<file path="src/rtl/dstx_pkg.sv">
package dstx_pkg;

    localparam int CHAR_MAX = 8;
    localparam int MIN_CHAR = 5;
    localparam int FRAME_W  = CHAR_MAX + 4;
    localparam int CNT_W    = $clog2(FRAME_W + 1);

    typedef enum logic [1:0] {
        PAR_NONE = 2'b00,
        PAR_EVEN = 2'b01,
        PAR_ODD  = 2'b10,
        PAR_OFF  = 2'b11
    } par_e;

    typedef enum logic [1:0] {
        SRC_IDLE,
        SRC_DATA,
        SRC_SYNC_A,
        SRC_SYNC_B
    } src_e;

    typedef struct packed {
        logic       sync_mode;
        logic [1:0] len_code;
        par_e       par;
        logic       two_stop;
        logic       two_sync;
    } cfg_t;

    typedef struct packed {
        logic [FRAME_W-1:0] bits;
        logic [CNT_W-1:0]   count;
    } frame_t;

    function automatic int char_bits(logic [1:0] code);
        return MIN_CHAR + int'(code);
    endfunction

    function automatic logic par_enabled(par_e p);
        return (p == PAR_EVEN) || (p == PAR_ODD);
    endfunction

    // Lay out a frame LSB first; unused upper bits stay at the idle level.
    function automatic frame_t build_frame(logic [CHAR_MAX-1:0] ch, cfg_t c,
                                           logic add_par, logic par_bit, logic wrap);
        frame_t f;
        int     pos;
        int     n;
        n      = char_bits(c.len_code);
        f.bits = '1;
        pos    = 0;
        if (wrap) begin
            f.bits[0] = 1'b0;
            pos = 1;
        end
        for (int i = 0; i < CHAR_MAX; i++) begin
            if (i < n) f.bits[pos + i] = ch[i];
        end
        pos = pos + n;
        if (add_par && par_enabled(c.par)) begin
            f.bits[pos] = par_bit;
            pos = pos + 1;
        end
        if (wrap) pos = pos + (c.two_stop ? 2 : 1);
        f.count = CNT_W'(pos);
        return f;
    endfunction

endpackage

</file>
<file path="src/rtl/dstx_hold_buf.sv">
module dstx_hold_buf
    import dstx_pkg::*;
#(
    parameter int W = CHAR_MAX
) (
    input  logic         clk,
    input  logic         rst,
    input  logic         wr_en,
    input  logic [W-1:0] wr_data,
    input  logic         take,
    output logic         valid,
    output logic [W-1:0] data
);

    always_ff @(posedge clk) begin
        if (rst) begin
            valid <= 1'b0;
            data  <= '0;
        end else begin
            if (take) valid <= 1'b0;
            if (wr_en && !valid) begin
                valid <= 1'b1;
                data  <= wr_data;
            end
        end
    end

    // a write into a full buffer leaves the held character alone
    p_full_write_ignored_r7: assert property (@(posedge clk) disable iff (rst)
        (wr_en && valid && !take) |=> (valid && $stable(data)));

endmodule

</file>
<file path="src/rtl/dstx_parity.sv">
module dstx_parity
    import dstx_pkg::*;
#(
    parameter int W = CHAR_MAX
) (
    input  logic [W-1:0] data,
    input  logic [1:0]   len_code,
    input  par_e         par,
    output logic         par_bit
);

    logic [W-1:0] mask;
    logic         raw;

    for (genvar i = 0; i < W; i++) begin : g_mask
        assign mask[i] = (i < char_bits(len_code));
    end

    assign raw     = ^(data & mask);
    assign par_bit = (par == PAR_ODD) ? ~raw : raw;

endmodule

</file>
<file path="src/rtl/dstx_seq.sv">
module dstx_seq
    import dstx_pkg::*;
(
    input  logic clk,
    input  logic rst,
    input  logic bit_en,
    input  logic busy,
    input  logic last_bit,
    input  logic buf_valid,
    input  cfg_t cfg,
    output src_e src,
    output logic load,
    output logic take,
    output logic in_stream
);

    logic boundary;
    logic b_pend;

    assign boundary = bit_en && (!busy || last_bit);

    always_comb begin
        src = SRC_IDLE;
        if (boundary) begin
            if (cfg.sync_mode && b_pend) begin
                src = SRC_SYNC_B;
            end else if (buf_valid) begin
                src = (cfg.sync_mode && !in_stream) ? SRC_SYNC_A : SRC_DATA;
            end else if (cfg.sync_mode && in_stream) begin
                src = SRC_SYNC_A;
            end
        end
    end

    assign load = (src != SRC_IDLE);
    assign take = (src == SRC_DATA);

    always_ff @(posedge clk) begin
        if (rst) begin
            b_pend    <= 1'b0;
            in_stream <= 1'b0;
        end else if (boundary) begin
            b_pend    <= (src == SRC_SYNC_A) && cfg.two_sync;
            in_stream <= cfg.sync_mode && load;
        end
    end

    // a second sync character is only owed inside a running stream
    p_pend_in_stream_r9: assert property (@(posedge clk) disable iff (rst)
        b_pend |-> in_stream);

endmodule

</file>
<file path="src/rtl/dstx_shift.sv">
module dstx_shift
    import dstx_pkg::*;
(
    input  logic   clk,
    input  logic   rst,
    input  logic   bit_en,
    input  logic   load,
    input  frame_t frame,
    input  logic   is_data_in,
    output logic   txd,
    output logic   busy,
    output logic   last_bit,
    output logic   is_data
);

    logic [FRAME_W-1:0] shreg;
    logic [CNT_W-1:0]   rem;

    always_ff @(posedge clk) begin
        if (rst) begin
            shreg   <= '1;
            rem     <= '0;
            busy    <= 1'b0;
            is_data <= 1'b0;
        end else if (bit_en) begin
            if (load) begin
                shreg   <= frame.bits;
                rem     <= frame.count;
                busy    <= 1'b1;
                is_data <= is_data_in;
            end else if (busy) begin
                if (rem > CNT_W'(1)) begin
                    shreg <= {1'b1, shreg[FRAME_W-1:1]};
                    rem   <= rem - CNT_W'(1);
                end else begin
                    busy    <= 1'b0;
                    is_data <= 1'b0;
                end
            end
        end
    end

    assign txd      = busy ? shreg[0] : 1'b1;
    assign last_bit = busy && (rem == CNT_W'(1));

    // the line only moves on a bit-enable edge
    p_bit_hold_r5: assert property (@(posedge clk) disable iff (rst)
        !bit_en |=> $stable(txd));

    // a running frame always has bits left
    p_busy_count_r1: assert property (@(posedge clk) disable iff (rst)
        busy |-> (rem != '0));

endmodule

</file>
<file path="src/rtl/dual_serial_tx.sv">
module dual_serial_tx
    import dstx_pkg::*;
(
    input  logic                clk,
    input  logic                rst,
    input  logic                bit_en,
    input  logic                sync_mode,
    input  logic [1:0]          len_code,
    input  logic [1:0]          par_mode,
    input  logic                two_stop,
    input  logic                two_sync,
    input  logic [CHAR_MAX-1:0] sync_a,
    input  logic [CHAR_MAX-1:0] sync_b,
    input  logic                wr_en,
    input  logic [CHAR_MAX-1:0] wr_data,
    output logic                txd,
    output logic                buf_ready,
    output logic                tx_empty
);

    cfg_t                cfg;
    logic                buf_valid;
    logic [CHAR_MAX-1:0] buf_data;
    logic                take;
    logic                load;
    logic                in_stream;
    src_e                src;
    logic                par_bit;
    frame_t              frame;
    logic                busy;
    logic                last_bit;
    logic                is_data;

    assign cfg = '{sync_mode: sync_mode, len_code: len_code, par: par_e'(par_mode),
                   two_stop: two_stop, two_sync: two_sync};

    dstx_hold_buf #(.W(CHAR_MAX)) u_buf (
        .clk(clk), .rst(rst), .wr_en(wr_en), .wr_data(wr_data),
        .take(take), .valid(buf_valid), .data(buf_data)
    );

    dstx_parity #(.W(CHAR_MAX)) u_par (
        .data(buf_data), .len_code(len_code), .par(cfg.par), .par_bit(par_bit)
    );

    dstx_seq u_seq (
        .clk(clk), .rst(rst), .bit_en(bit_en), .busy(busy), .last_bit(last_bit),
        .buf_valid(buf_valid), .cfg(cfg), .src(src), .load(load), .take(take),
        .in_stream(in_stream)
    );

    always_comb begin
        unique case (src)
            SRC_DATA:   frame = build_frame(buf_data, cfg, 1'b1, par_bit, !cfg.sync_mode);
            SRC_SYNC_A: frame = build_frame(sync_a, cfg, 1'b0, 1'b0, 1'b0);
            SRC_SYNC_B: frame = build_frame(sync_b, cfg, 1'b0, 1'b0, 1'b0);
            default:    frame = '0;
        endcase
    end

    dstx_shift u_shift (
        .clk(clk), .rst(rst), .bit_en(bit_en), .load(load), .frame(frame),
        .is_data_in(take), .txd(txd), .busy(busy), .last_bit(last_bit),
        .is_data(is_data)
    );

    assign buf_ready = !buf_valid;
    assign tx_empty  = !buf_valid && !is_data;

    // moving a character out frees the buffer on the next cycle
    p_take_frees_r6: assert property (@(posedge clk) disable iff (rst)
        take |=> buf_ready);

    // an asynchronous data frame opens with a low start bit
    p_async_start_r2: assert property (@(posedge clk) disable iff (rst)
        (take && !sync_mode) |=> !txd);

    // a synchronous stream with nothing queued keeps sending fill
    p_fill_r10: assert property (@(posedge clk) disable iff (rst)
        (bit_en && last_bit && !buf_valid && sync_mode && in_stream) |=> busy);

endmodule

</file>
<file path="config.mk">
export PLATFORM = sky130hd
export DESIGN_NAME = dual_serial_tx
export DESIGN_NICKNAME = d
export VERILOG_FILES = /design/src/rtl/dstx_pkg.sv /design/src/rtl/dstx_hold_buf.sv /design/src/rtl/dstx_parity.sv /design/src/rtl/dstx_seq.sv /design/src/rtl/dstx_shift.sv /design/src/rtl/dual_serial_tx.sv
export SDC_FILE = /design/constraint.sdc
export NUM_CORES = 1
export LEC_CHECK = 0
export CAP_MARGIN = 20
export CORE_AREA = 5 5 83 85
export CTS_CLUSTER_DIAMETER = 60
export CTS_CLUSTER_SIZE = 25
export DETAILED_ROUTE_END_ITERATION = 10
export DIE_AREA = 0 0 88 90
export GPL_TIMING_DRIVEN = 0
export HOLD_SLACK_MARGIN = 0.06
export SLEW_MARGIN = 20
export SYNTH_ARGS = -nofsm -noshare
export SYNTH_HDL_FRONTEND = slang
export SYNTH_SLANG_ARGS = --single-unit
export TNS_END_PERCENT = 1
</file>
<file path="constraint.sdc">
create_clock -name clk -period 3.5 [get_ports clk]
set_input_delay 0.525 -clock clk [delete_from_list [all_inputs] [get_ports clk]]
set_output_delay 0.525 -clock clk [all_outputs]
set_load 0.05 [all_outputs]
</file>
Yosys cells after proc, flatten, opt, wreduce, memory -nomap -nowiden --
Cells that the tools add are included.
Word-level totals: logic and storage cells 177, register bits after elaboration 29, input bits 35, output and inout bits 3
Cells by class: order comparisons 27, mux-type cells 90, equal/unequal tests 7, reductions and logical operators 31, bitwise gates (word level) 2, add/subtract/negate cells 12
Operators with widths (number):
- $ge A32 B1 Y1 const B | 9
- $lt A32 B6 Y1 const B | 9
- $mux W12 | 20
- $add A32 B4 Y32 const B | 4
- $lt A4 B32 Y1 const A | 4
- $bwmux W12 | 9
- $add A32 B3 Y32 const B | 2
- $lt A3 B32 Y1 const A | 2
- $pmux W16 S3 | 1
- $mux W1 | 38
- $demux W1 S4 | 9
- $add A32 B2 Y32 const B | 1
- $add A32 B5 Y32 | 1
- $lt A2 B32 Y1 const A | 1
- $mux W32 | 1
- $mux W4 | 6
- $logic_and A1 B1 Y1 | 18
- $mux W2 | 6
- $and A8 B8 Y8 | 1
- $reduce_bool A2 Y1 | 4
- $reduce_xor A8 Y1 | 1
- $eq A2 B2 Y1 const B | 3
- $reduce_and A3 Y1 | 2
- $add A3 B2 Y4 const A | 1
- 11 further kinds | 16

Depth between registers and ports, before layout --
Gate-level depths: netlist of the first run.
depth in word-level cells 40, gate-level depth with buffers 16, gate-level depth less buffers 14

Cells and area by module --
From an unflattened synthesis of the first run, not the netlist that was laid out.
Unflattened totals: cell total of the unflattened synthesis 313, area, all modules 2720.1 um2
By module, submodules not included:
- dstx_shift | times used 1, area an instance 1049.8 um2, cells each 115
- dual_serial_tx | times used 1, area an instance 958.4 um2, cells each 127
- dstx_hold_buf | times used 1, area an instance 422.9 um2, cells each 38
- dstx_seq | times used 1, area an instance 181.4 um2, cells each 23
- dstx_parity | times used 1, area an instance 107.6 um2, cells each 10

Least setup slack after synthesis of the first run --
Ideal clock, no wire load.
path type input -> register, start input port sync_mode, end register u_shift.rem[3], slack -0.057 ns, arrival 3.476 ns, stages on the path 16, required time 3.419 ns, setup time 0.081 ns, buffers on the path 2, cell sequence buf_2 > buf_2 > inv_1 > ha_1 > fa_1 > ha_1 > nor2_1 > a21oi_1 > inv_1 > ha_1 > a21oi_1 > nor2_1 > mux2_2 > a22oi_1 > o221ai_1 > a41oi_1
Between the ends: cells in the longest elaborated chain, start to end 10
RTL lines:
- start, declared | line dual_serial_tx.sv:7 | input logic sync_mode,
- $mux W1 | line dstx_pkg.sv:52 | if (wrap) begin
- $mux W32 | line dual_serial_tx.sv:53 | unique case (src)
- $add A32 B5 Y32 | line dstx_pkg.sv:59 | pos = pos + n;
- $add A4 B2 Y4 | line dstx_pkg.sv:62 | pos = pos + 1;
- $mux W4 | line dstx_pkg.sv:60 | if (add_par && par_enabled(c.par)) begin
- $mux W4 | line dual_serial_tx.sv:53
- $add A4 B3 Y4 | line dstx_pkg.sv:64 | if (wrap) pos = pos + (c.two_stop ? 2 : 1);
- $mux W4 | line dstx_pkg.sv:64
- $pmux W16 S3 | line dual_serial_tx.sv:53
- $mux W4 | line dstx_shift.sv:26 | if (load) begin
- end signal, assigned | line dstx_shift.sv:28 | rem <= frame.count;
- end signal, assigned | line dstx_shift.sv:34 | rem <= rem - CNT_W'(1);
- end, declared | line dstx_shift.sv:17 | logic [CNT_W-1:0] rem;
Parallel ways exist; a longest one is shown, timed or not. The select of a mux whose other input is x is not followed. A chain may end at the register's enable or synchronous reset.

Worst setup path after layout of the first run --
start input port sync_mode, end register u_shift.rem[2]
The elaborated chain is that of the path after synthesis.

==> qor.yml, run 1 <==
status: "finished clean"
cp-start-kind: "primary input"
die_area_um2: 7920
drtAntennaViolNets: 0
hold_depth: 2
critPathKind: "primary input to flip-flop"
synth_edf_count: 0
wl_per_cell_um: 16.2
drv_cap: 0
rsz0062_at_grt: "false"
design_area_um2: 2940
dp_hpwl_um: 5440
grt_max_degree: 11
cp_data_required_time_ns: 3.66
yosysWarnings: 0
r2r_start: "u_shift.rem[0]"
hold_violations: 0
slew-limit-headroom: 0.501
p_clk_frac: 0.281
h-tree-depth: 2
slew_viol_final: 0
clk_latency_ns: 0.29
seq_area_frac_synth: 0.251
fin_nets: 408
finalClockSkew_ns: 0.00344
rr_endpoint: "u_shift.shreg[7]"
p_leak_nw: 1.10
cts_buffers: 5
synthArstFlopShare: 0
antenna_cells: 0
rows: 29
min_from: "u_shift.shreg[2]"
post-route-drc-count: 0
synth_area_leaders: "dfxtp_1 25%, a21oi_1 8.4%, ha_1 7.0%, nand2_1 5.2%, nor2_1 4.5%"
cp_slowest_cell: "fa_2"
syn_area_per_cell_um2: 7.46
crit_path_frequent_cell: "nor2_1"
synth_area_um2: 2310
syn_nets: 360
max_freq_mhz: 300
power_switching_mw: 0.356
io_buffer_count: 36
whs_ns: 0.470
clockRootBuffer: "clkbuf_8"
synth.most_common_cell: "a21oi_1"
cpPeakStageDelay_ns: 0.58
cts_sinks: 29
p_int_mw: 0.636
synth_top_area_cell: "dfxtp_1"
area_growth_pct: 26.9
worst_setup_path_end_kind: "flip-flop"
ys_top_cells_by_count: "39 x a21oi_1, 32 x nand2_1, 29 x dfxtp_1"
firstDrtPassIters: 5
drt_iter0_markers: 142
path_clk_slew_ns: 0.07
core_area_um2: 6130
gp_congestion: 0.858
fin_ws_ns: 0.165
drive_gt1_frac: 0.109
fin_setup_tns_ns: 0
worstPathArrival_ns: 3.49
routed_wl_um: 7070
hp-class: "flip-flop to flip-flop"
hold_end: "u_shift.shreg[2]"
gr-total-overflow: 0
synth_top_flop_cell: "dfxtp_1"
dp_slack_ns: -1.08
grt_pass1_vias: 2343
cp_cell_sequence: "clkdlybuf4s15_2 > buf_8 > clkinvlp_4 > ha_1 > fa_2 > ha_1 > nor2_1 > a21oi_2 > fa_2 > nor2_1 > xor2_1 > xnor2_1 > a221o_1 > a22oi_1 > nor2_1"
p_seq_frac: 0.369
rr_worst_depth: 9
die_width_um: 88
clock_path_buffers: 2
ios: 38
cp_max_fo: 7
die_h_um: 90
yosysUniqueCellTypes: 56
start_util: 0.377
switching_share: 0.358
powerDensity_nw_per_um2: 338
syn_inst: 310
ys_seq_elements: 29
antenna_found_initial: 0
synth_top_area_frac: 0.251
tightest_slew_ns: 0.749
cts_tree: "done"
vias_per_cell: 5.63
period_share: 0.953
pwr-share-comb: 0.350
period_minus_slack_ns: 3.33
vias: 2455
worst_ir_drop_vdd_mv: 0.224
track_usage: 0.183
rrSetupSlack_ns: 1.20
grt_pass1_wl_um: 11500
placed_area_um2: 2770
finalSetupViolations: 0
worst max-delay path: cells and delay by family:
family | cells | cell delay, ns
XOR/XNOR | 2 | 0.32
AO/OA/AOI/OAI | 3 | 0.53
AND/OR/NAND/NOR | 3 | 0.30
adder cells (fa/ha/maj) | 4 | 1.39
buffers and inverters | 3 | 0.44
registers in the layout, indices dropped and copies added (netlist names):
register         cells
u_buf.data           8
u_shift.is_data      1
u_seq.b_pend         1
u_shift.shreg       12
u_shift.rem          4
u_seq.in_stream      1
u_buf.valid          1
u_shift.busy         1
power by group through the flow:
stage | combinational, mW | sequential (mW) | clock (mW)
after floorplan | 0.226 | 0.369 | 0
after global placement | 0.328 | 0.373 | 0
after detailed placement | 0.330 | 0.374 | 0
after CTS | 0.338 | 0.366 | 0.282
after global routing | 0.384 | 0.369 | 0.289
final | 0.347 | 0.366 | 0.278
how the worst max path moves through the flow:
stage                         start              to  slack (ns)  depth (start not counted)
final                     sync_mode  u_shift.rem[2]        0.17                         15
after CTS                 sync_mode  u_shift.rem[2]      0.0003                         16
after global routing      sync_mode  u_shift.rem[2]       0.005                         15
after detailed placement  sync_mode  u_shift.rem[3]       -1.08                         17
after global placement    sync_mode  u_shift.rem[3]       -1.03                         17
after floorplan           sync_mode  u_shift.rem[2]       -0.03                         15
cell type report:
class / instances / area, um2
Buffer: 17 / 85.1
Clock buffer: 6 / 72.6
Clock inverter: 2 / 10.0
Fill cell: 638 / 3200
Inverter: 20 / 78.8
Multi-Input combinational cell: 243 / 1610
Sequential cell: 29 / 581
Tap cell: 77 / 96.3
Timing Repair Buffer: 42 / 405
per-layer routing:
layer,wire length [um],vias up,GRT usage,part of all wire
li1,-,1217,-,-
met1,3220,1141,0.245,0.46
met2,3270,82,0.288,0.46
met3,429,15,0.0329,0.061
met4,138,0,0.0703,0.020
met5,0,-,0,0
through the flow:
step,cells,utilization,total power [mW]
after floorplan,310,-,0.594
after global placement,423,0.452,0.701
after detailed placement,423,0.452,0.704
after CTS,434,0.472,0.987
after global routing,436,0.479,1.04
final,436,0.479,0.992
placed cells by master (no fill, tap or decap), types with 10 or more instances in the layout:
master	Yosys	final
nor2_1	28	27
nor3_1	10	10
clkbuf_1	10	11
ha_1	13	13
a21oi_1	39	38
inv_1	20	19
dfxtp_1	29	29
nand2_1	32	32
o21ai_0	14	14
clkdlybuf4s50_1	0	34
logic make-up after synthesis:
kind of cell / Yosys count / synth area share
buffers and inverters: 38 / 0.0671
multiplexers: 7 / 0.0314
flip-flops: 29 / 0.251
XOR/XNOR: 12 / 0.0487
adder cells (fa/ha/maj): 15 / 0.0877
AO/OA/AOI/OAI: 107 / 0.303
AND/OR/NAND/NOR: 102 / 0.211
timing repair:
action                                  4_1_cts  5_1_grt
endpoints found under the hold margin         0        0
resized for setup                            10        6
pin swaps                                     2        1
gates cloned                                  0        0
hold buffers                                  0        0
setup buffers                                 3        3
endpoints found under the setup margin        3        2
Note: power is estimated with default switching activity, not from simulation.
==> inputs of run 2 (changes only) <==
--- a/config.mk
+++ b/config.mk
@@ -6,13 +6,13 @@
 export NUM_CORES = 1
 export LEC_CHECK = 0
 export CAP_MARGIN = 20
-export CORE_AREA = 5 5 83 85
+export CORE_AREA = 5 5 93 95
 export CTS_CLUSTER_DIAMETER = 60
 export CTS_CLUSTER_SIZE = 25
 export DETAILED_ROUTE_END_ITERATION = 10
-export DIE_AREA = 0 0 88 90
+export DIE_AREA = 0 0 98 100
 export GPL_TIMING_DRIVEN = 0
-export HOLD_SLACK_MARGIN = 0.06
+export HOLD_SLACK_MARGIN = 0.08
 export SLEW_MARGIN = 20
 export SYNTH_ARGS = -nofsm -noshare
 export SYNTH_HDL_FRONTEND = slang
==> run 2 against run 1 <==
Utilization down 8.5 points; fmax down 0.56%; first-iteration DRC count up 30%; non-clock buffer count down 2; critical path type unchanged; routed wire length up 1.4%; global-route usage down 3.7 points; setup slack worse by 0.019 ns; sequential power about the same; hold slack worse by 0.0021 ns.
==> qor.yml, run 2 (synthesized netlist as in run 1, its figures left out) <==
cp_data_required_time_ns: 3.70  # +0.04 ns
start_util: 0.302  # -0.0747
worstPathArrival_ns: 3.56  # +0.07 ns
largest_reg_flops: 12  # unchanged
area_growth_pct: 30.2
die_h_um: 100  # +11%
max_freq_mhz: 298  # -0.56%
die_area_um2: 9800  # +24%
worst_setup_path_end_kind: "flip-flop"
slew_viol_final: 0  # unchanged
cp_slowest_cell: "fa_2"
h-tree-depth: 2  # unchanged
antenna_cells: 0  # unchanged
top_register: "u_shift.shreg"
firstDrtPassIters: 4  # -1
gp_congestion: 0.849  # -1.1%
cpPeakStageDelay_ns: 0.47  # -0.11 ns
cts_tree: "done"
drt_iter0_markers: 185  # +30%
grt_pass1_vias: 2331  # -0.51%
rr_endpoint: "u_shift.shreg[7]"
grt_pass1_wl_um: 11600  # +1.0%
hold_end: "u_shift.shreg[9]"
die_width_um: 98  # +11%
rr_worst_depth: 9  # unchanged
slew-limit-headroom: 0.515  # +0.0141
drv_cap: 0  # unchanged
r2r_start: "u_shift.rem[0]"
cts_sinks: 29  # unchanged
tightest_slew_ns: 0.727  # -0.0212 ns
hp-class: "flip-flop to flip-flop"
clockRootBuffer: "clkbuf_8"
clk_latency_ns: 0.28  # about the same
cp_max_fo: 10  # +3
design_area_um2: 3010  # +2.6%
grt_max_degree: 11  # unchanged
vias_per_cell: 5.27  # -6.5%
hold_depth: 2  # unchanged
post-route-drc-count: 0  # unchanged
dp_hpwl_um: 5500  # +1.0%
antenna_found_initial: 0  # unchanged
cp_cell_sequence: "clkdlybuf4s15_2 > buf_6 > buf_8 > clkinvlp_4 > ha_2 > fa_2 > ha_1 > nor2_1 > a21oi_2 > inv_1 > ha_1 > a21oi_2 > nor2_2 > mux2_2 > a22oi_2 > o221ai_2 > a41oi_2"
track_usage: 0.146  # -0.0371
drive_gt1_frac: 0.115  # +0.00621
hold_violations: 0  # unchanged
core_area_um2: 7650  # +25%
finalClockSkew_ns: 0.00653  # +0.00310 ns
status: "finished clean"
wl_per_cell_um: 15.6  # -3.7%
drtAntennaViolNets: 0  # unchanged
powerDensity_nw_per_um2: 362  # +7.3%
rrSetupSlack_ns: 1.19  # about the same
postCtsHoldBufs: 0  # unchanged
cp-start-kind: "primary input"
placed_area_um2: 2800  # +1.1%
routed_wl_um: 7160  # +1.4%
vias: 2417  # -1.5%
ios: 38  # unchanged
p_leak_nw: 1.10  # +0.47%
final_cell_mix: "37 x a21oi_1, 34 x clkdlybuf4s50_1, 32 x nand2_1"
period_minus_slack_ns: 3.35  # +0.0187 ns
rows: 32  # +10%
worst_ir_drop_vdd_mv: 0.196  # -13%
io_buffer_count: 36  # unchanged
fin_nets: 406  # -0.49%
clock_path_buffers: 2  # unchanged
final_common_cell: "a21oi_1"
gr-total-overflow: 0  # unchanged
cts_buffers: 5  # unchanged
fin_util: 0.394  # -0.0850
path_clk_slew_ns: 0.07  # about the same
min_from: "u_shift.shreg[9]"
period_share: 0.958  # +0.00534
critPathKind: "primary input to flip-flop"
whs_ns: 0.468  # -0.00212 ns
reg_top3: "u_shift.shreg (12), u_buf.data (8), u_shift.rem (4)"
finalSetupViolations: 0  # unchanged
-- run 2: cell types whose count changed in the layout (fill, tap and decap cells not counted), sizes merged --
| cell | previous run | this run |
|---|---|---|
| buf | 13 | 11 |
| clkbuf | 16 | 17 |
| bufinv | 0 | 1 |
| clkinv | 2 | 0 |
-- run 2: repair_timing --
action / 4_1_cts / 5_1_grt
gates resized for setup: 13 / 8
setup endpoints to repair: 3 / 2
buffers inserted: 3 / 0
pin swaps: 5 / 4
-- run 2: cell type report --
cell class,instances,area [um2]
Fill cell,801,4640
Sequential cell,29,581
Inverter,20,78.8
Clock inverter,1,30.0
Tap cell,102,128
Multi-Input combinational cell,243,1630
Clock buffer,7,86.3
Buffer,18,96.3
Timing Repair Buffer,39,383
-- run 2: worst max-delay path by stage --
| stage | cells after the start | start | endpoint |
|---|---|---|---|
| floorplan | 15 | sync_mode | u_shift.rem[2] |
| global placement | 17 | sync_mode | u_shift.rem[3] |
| detailed placement | 17 | sync_mode | u_shift.rem[3] |
| CTS | 16 | sync_mode | u_shift.rem[2] |
| global route | 17 | sync_mode | u_shift.rem[3] |
| finish | 17 | sync_mode | u_shift.rem[3] |
-- run 2: critical path: cells and delay by family --
kind	cells	cell delay, ns
muxes	1	0.27
AOI/OAI and AO/OA	5	0.80
adders and majority gates	4	1.22
buffers and inverters	5	0.61
and+or+nand+nor	2	0.11
-- run 2: report_power, final --
part | total, mW | switching, mW | internal (mW)
logic | 0.354 | 0.201 | 0.153
registers | 0.366 | 0.0174 | 0.348
clock network | 0.371 | 0.139 | 0.232
-- run 2: routing by layer --
layer / vias to the layer above / part of all wire / track usage
met1: 1124 / 0.46 / 0.194
met2: 73 / 0.47 / 0.238
met3: 10 / 0.055 / 0.0327
met4: 0 / 0.011 / 0.0394
met5: - / 0 / 0
li1: 1210 / - / -
-- run 2: metrics by stage --
stage	setup WS [ns]	power (mW)	cells	TNS, ns
floorplan	-0.0336	0.594	310	-0.0336
global placement	-1.01	0.701	448	-2.84
detailed placement	-1.08	0.706	448	-3.08
global route	-0.00381	1.15	459	-0.00381
CTS	0.0150	1.08	459	0
finish	0.147	1.09	459	0
